$ cat src/rtl/cfp_pkg.sv
package cfp_pkg;
    localparam int FIELD_W = 4;
    localparam int SUMM_W  = 4;

    typedef enum logic [1:0] {
        FORM_AND = 2'b00,
        FORM_OR  = 2'b01,
        FORM_CAT = 2'b10,
        FORM_CAX = 2'b11
    } form_t;

    typedef enum logic {
        ST_IDLE   = 1'b0,
        ST_LOADED = 1'b1
    } state_t;

    localparam int SUM_LT = 0;
    localparam int SUM_GT = 1;
    localparam int SUM_EQ = 2;
    localparam int SUM_SO = 3;
endpackage

$ cat src/rtl/cfp_terms.sv
module cfp_terms #(
    parameter int FW = 4
) (
    input  logic [FW-1:0] cond_field,
    input  logic [FW-1:0] mask,
    input  logic [FW-1:0] mode_pat,
    output logic [FW-1:0] terms
);
    for (genvar i = 0; i < FW; i++) begin : g_bit
        assign terms[i] = mask[i] & ~(mode_pat[i] ^ cond_field[i]);
    end
endmodule

$ cat src/rtl/cfp_combine.sv
module cfp_combine #(
    parameter int FW     = 4,
    parameter int DATA_W = 64
) (
    input  logic [FW-1:0]     terms,
    input  logic [1:0]        form_sel,
    output logic [DATA_W-1:0] word
);
    localparam int PAD_R = DATA_W - 1;
    localparam int PAD_C = DATA_W - FW;

    logic              red_bit;
    logic [FW-1:0]     cat_bits;

    for (genvar i = 0; i < FW; i++) begin : g_rev
        assign cat_bits[FW-1-i] = terms[i];
    end

    always_comb begin
        red_bit = form_sel[0] ? (|terms) : (&terms);
        if (form_sel[1]) begin
            word = {{PAD_C{1'b0}}, cat_bits};
        end else begin
            word = {{PAD_R{1'b0}}, red_bit};
        end
    end
endmodule

$ cat src/rtl/cfp_summary.sv
module cfp_summary #(
    parameter int DATA_W = 64
) (
    input  logic [DATA_W-1:0] word,
    input  logic              record_en,
    input  logic              so_in,
    output logic [3:0]        summ
);
    import cfp_pkg::*;

    logic neg, zero;

    always_comb begin
        neg  = word[DATA_W-1];
        zero = (word == '0);
        summ = '0;
        if (record_en) begin
            summ[SUM_LT] = neg;
            summ[SUM_EQ] = zero;
            summ[SUM_GT] = ~neg & ~zero;
            summ[SUM_SO] = so_in;
        end
    end
endmodule

$ cat src/rtl/cfp_eval.sv
module cfp_eval #(
    parameter int DATA_W = 64
) (
    input  logic              clk,
    input  logic              rst_n,
    input  logic              valid_in,
    input  logic [3:0]        cond_field,
    input  logic [3:0]        mask,
    input  logic [3:0]        mode_pat,
    input  logic [1:0]        form_sel,
    input  logic              record_en,
    input  logic              so_in,
    output logic [DATA_W-1:0] result_q,
    output logic [3:0]        summary_q,
    output logic              valid_q
);
    import cfp_pkg::*;

    logic [FIELD_W-1:0] terms;
    logic [DATA_W-1:0]  word_d;
    logic [SUMM_W-1:0]  summ_d;
    state_t             state, state_nx;

    cfp_terms #(.FW(FIELD_W)) u_terms (
        .cond_field (cond_field),
        .mask       (mask),
        .mode_pat   (mode_pat),
        .terms      (terms)
    );

    cfp_combine #(.FW(FIELD_W), .DATA_W(DATA_W)) u_comb (
        .terms    (terms),
        .form_sel (form_sel),
        .word     (word_d)
    );

    cfp_summary #(.DATA_W(DATA_W)) u_summ (
        .word      (word_d),
        .record_en (record_en),
        .so_in     (so_in),
        .summ      (summ_d)
    );

    always_comb begin
        state_nx = state;
        unique case (state)
            ST_IDLE:   state_nx = valid_in ? ST_LOADED : ST_IDLE;
            ST_LOADED: state_nx = valid_in ? ST_LOADED : ST_IDLE;
            default:   state_nx = ST_IDLE;
        endcase
    end

    always_ff @(posedge clk) begin
        if (!rst_n) state <= ST_IDLE;
        else        state <= state_nx;
    end

    always_ff @(posedge clk) begin
        if (!rst_n) begin
            result_q  <= '0;
            summary_q <= '0;
        end else if (valid_in) begin
            result_q  <= word_d;
            summary_q <= summ_d;
        end
    end

    assign valid_q = (state == ST_LOADED);
endmodule

$ cat config.mk
export PLATFORM = sky130hd
export DESIGN_NAME = cfp_eval
export DESIGN_NICKNAME = d
export VERILOG_FILES = /design/src/rtl/cfp_pkg.sv /design/src/rtl/cfp_terms.sv /design/src/rtl/cfp_combine.sv /design/src/rtl/cfp_summary.sv /design/src/rtl/cfp_eval.sv
export SDC_FILE = /design/constraint.sdc
export NUM_CORES = 1
export LEC_CHECK = 0
export BUFFER_PORTS_ARGS = -buffer_cell sky130_fd_sc_hd__buf_2
export CORE_MARGIN = 2
export CORE_UTILIZATION = 35
export CTS_BUF_LIST = sky130_fd_sc_hd__clkbuf_8 sky130_fd_sc_hd__clkbuf_16
export CTS_CLUSTER_DIAMETER = 40
export DETAILED_ROUTE_END_ITERATION = 8
export GPL_TIMING_DRIVEN = 0
export PLACE_DENSITY = 0.87
export SLEW_MARGIN = 10
export SYNTH_ARGS = -nofsm -noshare
export SYNTH_HDL_FRONTEND = slang
export SYNTH_SLANG_ARGS = --single-unit
$ cat constraint.sdc
create_clock -name clk -period 2.2 [get_ports clk]
set_input_delay 0 -clock clk [delete_from_list [all_inputs] [get_ports clk]]
set_output_delay 0 -clock clk [all_outputs]
set_load 0.005 [all_outputs]
# Word level (Yosys, flattened, before mapping)
# Cells that the tools add are included.
dict set report totals {
  reg_bits 69
  latch_bits 0
  ramBits 0
  mem_bits_ro 0
  in_bits 19
  elab_cells 25
  memories 0
}
dict set report op_classes {
  n_addsub 0
  multipliers 0
  div_mod_pow 0
  n_lt_le_gt_ge 0
  n_eq_ne 0
  shift 0
  mux 4
  bitwise_logic 15
  reduce_logical 3
}
# op n
set op_table {}
lappend op_table {{$logic_not A64 Y1} 1}
lappend op_table {{$mux W4} 2}
lappend op_table {{$and A1 B1 Y1} 5}
lappend op_table {{$not A1 Y1} 5}
lappend op_table {{$reduce_and A4 Y1} 1}
lappend op_table {{$reduce_or A4 Y1} 1}
lappend op_table {{$xor A1 B1 Y1} 4}
lappend op_table {{$mux W1} 2}
lappend op_table {{$not A1 Y1 const A} 1}

# Depth between registers and ports, before layout
dict set report logic_depth {
  depth_word 10
  mapped_depth 5
  ltp_nobuf 5
}

# Modules after synthesis
# Synthesis repeated with hierarchy kept, for this count alone.
dict set report hier_totals {
  cells_unflattened 322
  hier_area_um2 3353.2
}
# mod instances cells_per_inst area_per_inst_um2
set by_module_without_submodules {}
lappend by_module_without_submodules {cfp_eval 1 221 2596.2}
lappend by_module_without_submodules {cfp_combine 1 68 508.0}
lappend by_module_without_submodules {cfp_summary 1 25 188.9}
lappend by_module_without_submodules {cfp_terms 1 8 60.1}

# Least setup slack after synthesis
# Ideal clock, no wire load.
dict set report synth_path {
  path_kind {input to register}
  startpoint {in cond_field[0]}
  endpoint {reg result_q[0]}
  setup_time_ps 69
  arrival_time_ps 760
  required_time_ps 2131
  setup_slack_ps 1371
  path_stages 5
  path_buffers 0
  cell_sequence {xnor2_1 -> nand2_2 -> nor4_4 -> o21ai_1 -> o21ai_1}
}
dict set report synth_between {
  elab_chain_cells 6
  word_cells_on_any_way 7
}
# element line
set synth_rtl {}
lappend synth_rtl {{start, declared} cfp_eval.sv:7} ;# input logic [3:0] cond_field,
lappend synth_rtl {{$xor A1 B1 Y1 *} cfp_terms.sv:10} ;# assign terms[i] = mask[i] & ~(mode_pat[i] ^ cond_field[i]);
lappend synth_rtl {{$not A1 Y1 *} cfp_terms.sv:10}
lappend synth_rtl {{$and A1 B1 Y1 *} cfp_terms.sv:10}
lappend synth_rtl {{$reduce_and A4 Y1 or $reduce_or A4 Y1 (tied branches)} cfp_combine.sv:20} ;# red_bit = form_sel[0] ? (|terms) : (&terms);
lappend synth_rtl {{$mux W1 *} cfp_combine.sv:20}
lappend synth_rtl {{$mux W4 *} cfp_combine.sv:21} ;# if (form_sel[1]) begin
lappend synth_rtl {{end signal, assigned} cfp_eval.sv:63} ;# result_q <= word_d;
lappend synth_rtl {{end, declared} cfp_eval.sv:13} ;# output logic [DATA_W-1:0] result_q,
# Mark *: on every way between the ends. The rest lies on a longest branch, timed or not.
# A chain may end at the register's enable or synchronous reset.

# Final worst setup path
# Same ends and word-level chain as after synthesis.

==> results.md <==
* # clock sinks at 8
* Period minus WS final at 0.794 ns
* Antenna violations before repair at 0
* Post-CTS sizing at 0
* Die width at 53.8 µm
* Worst reg2reg path depth at 3
* Row count at 18
* Worst-path clk slew at 0.04 ns
* RD Place Congestion at 0.753
* Power per Cell Area at 386 nW/µm²
* Reg-to-reg endpoint: result_q[3]
* Share of the synthesized area in the top cell type at 52.8%
* Initial Util at 36.0%
* Distinct cells, synth at 21
* Lkg Pwr at 0.812 nW
* CP Launch Point: cond_field[0]
* Slowest-stage cell, CP: nor4_4
* Max Cap Viol at 0
* Fmax at 1260 MHz
* Mapped cell area at 867 µm²
* Reg2reg start: result_q[3]
* H-tree depth at 1
* Drc violations at 0
* Hold_ws at 0.0572 ns
* WP data arrival at 0.95 ns
* Tcrit/Tclk final at 36.1%
* Clock root cell: clkbuf_8
* Area of placed instances at 1260 µm²
* Latest clock arrival within the worst-skew pair at 0.23 ns
* CP cell instances: buf_2 -> xnor2_1 -> nand2_2 -> nor4_4 -> o21ai_1 -> o21ai_1
* CTS tree: done
* CP most frequent cell: o21ai_1
* Clk buf depth at 2
* Vias in the first global route at 536
* CTS Hold Buffers Added at 0
* Area grow syn2layout at 50.1%
* CP max FO at 4
* Finished Cell Area at 1300 µm²
* Setup Skew at 0 ns
* Post-Syn Area per Cell at 7.88 µm²
* Status: completed
* RSZ-0062 raised after global routing: no
* Register-to-register setup slack at 1.50 ns
* Critical path class: in -> reg
* Chip height at 53.8 µm
* Worst setup EP type: flop
* Max VDD drop at 0.000268 V
* Hold Path Class: in -> reg
* Global-route wire length before repair at 2080 µm
* Largest net degree at the start of global routing at 11
* ANT cells at 0
* Worst endpoint required time at 2.36 ns
* Routed vias/inst at 3.29
* Final Power at 502 µW
* Post-CTS Setup Bufs at 0
* Area leader, netlist: buf_4
* Sum of negative setup slack at 0 ns
* Full die area at 2890 µm²
* Seq/Total Area, Yosys at 18.5%
* Gr usage total at 9.81%
* Port bufs at 26
* Warnings, synthesis at 0
* GRT overflow at 0
* Worst path max stage delay at 0.32 ns
* TritonCTS Buffers at 3
* Final net count at 220
* Drt wl/cell at 6.62 µm
* WL final at 1520 µm
* DP Wirelength at 1400 µm
* #FFs+latches synth at 8
* Startpoint Class: input pin
* Detailed Routing Iterations Pass 1 at 3
* Final setup violating endpoints at 0
* Core area at 2410 µm²
* Crit path to: result_q[0]
* Final Hold Vio Count at 0
* Syn Inst Count at 110
* Ranking of synthesized cells by area: buf_4 (53%), dfxtp_1 (18%), xnor2_1 (4.0%)
* DRT iter0 DRCs at 5
* Ports at 88
* Count of pins over their slew limit at 0
* Vias at 753
* Layout cells sized above 1 at 46.7%
* Post-detailed-route count of antenna-violating nets at 0
-- flip-flops by register name, indices dropped and copies added (netlist names) --
register,flops
valid_q,1
summary_q,3
result_q,4
-- critical path, delay by kind of cell --
kind | cells | cell delay [ns]
simple gates | 2 | 0.45
compound gates | 2 | 0.24
buf+inv | 1 | 0.10
xor+xnor | 1 | 0.17
-- report_power, final --
part	internal [mW]	leakage (nW)	switching, mW
Sequential	0.152	0.0653	0.00256
Clock	0.118	0.0216	0.0557
Combinational	0.100	0.725	0.0732
Total	0.370	0.812	0.131
-- cell families after synthesis --
family | Yosys count | synth area share, %
and+or+nand+nor | 20 | 14.4
xor gates and xnor gates | 4 | 4.04
AOI/OAI and AO/OA | 10 | 7.22
DFF | 8 | 18.5
other | 1 | 0.432
buffers and inverters | 67 | 55.4
-- per-layer routing --
layer | part of all wire, % | global-route usage [%]
met5 | 0 | 0
met4 | 2.9 | 5.98
met2 | 48 | 17.3
met3 | 15 | 2.22
met1 | 34 | 10.5
-- cell usage after synthesis (all sizes together) --
cell,number
clkbuf,1
nand2b,1
nand4,1
o22ai,3
o21ai,4
o31ai,1
xnor2,4
nor2,2
inv,5
conb,1
buf,61
nand3,3
a21boi,1
nand2,6
nor4,1
a41oi,1
nand3b,3
and2,3
dfxtp,8
-- cell usage in the layout, fill, tap and decap left out --
| cell | count |
|---|---|
| and2_1 | 3 |
| o21ai_1 | 3 |
| nand4_1 | 1 |
| buf_2 | 26 |
| nor4_4 | 1 |
| buf_4 | 61 |
| nand3b_1 | 3 |
| o31ai_1 | 1 |
| dfxtp_1 | 8 |
| o21ai_0 | 1 |
| clkbuf_8 | 3 |
| conb_1 | 61 |
| inv_1 | 5 |
| nand3_1 | 3 |
| nand2b_1 | 1 |
| a41oi_1 | 1 |
| nor2_1 | 2 |
| xnor2_1 | 4 |
| a21boi_0 | 1 |
| nand2_2 | 2 |
| o22ai_1 | 3 |
| clkbuf_1 | 1 |
| nand2_1 | 4 |
-- final cells by class --
| class | count | area, µm² |
|---|---|---|
| Buffer | 62 | 462 |
| Tap cell | 30 | 37.5 |
| Sequential cell | 8 | 160 |
| Multi-Input combinational cell | 95 | 452 |
| Clock buffer | 3 | 41.3 |
| Inverter | 5 | 18.8 |
| Fill cell | 234 | 1110 |
| Timing Repair Buffer | 26 | 130 |
-- how the worst min path moves through the flow --
stage	start	endpoint	slack (ns)	cells past startpoint
after floorplan	rst_n	valid_q	0.12	2
after global placement	so_in	summary_q[3]	0.29	3
after detailed placement	so_in	summary_q[3]	0.29	3
after CTS	so_in	summary_q[3]	0.05	3
after global routing	so_in	summary_q[3]	0.06	3
final	so_in	summary_q[3]	0.06	3
-- through the flow --
step	utilization [%]	worst slack, ns	cells
final	54.0	1.41	229
after global routing	54.0	1.28	229
after CTS	54.0	1.38	229
after detailed placement	52.3	1.15	226
after global placement	52.3	1.16	226
after floorplan	-	1.37	170
Power figures use the tool's default switching activity.
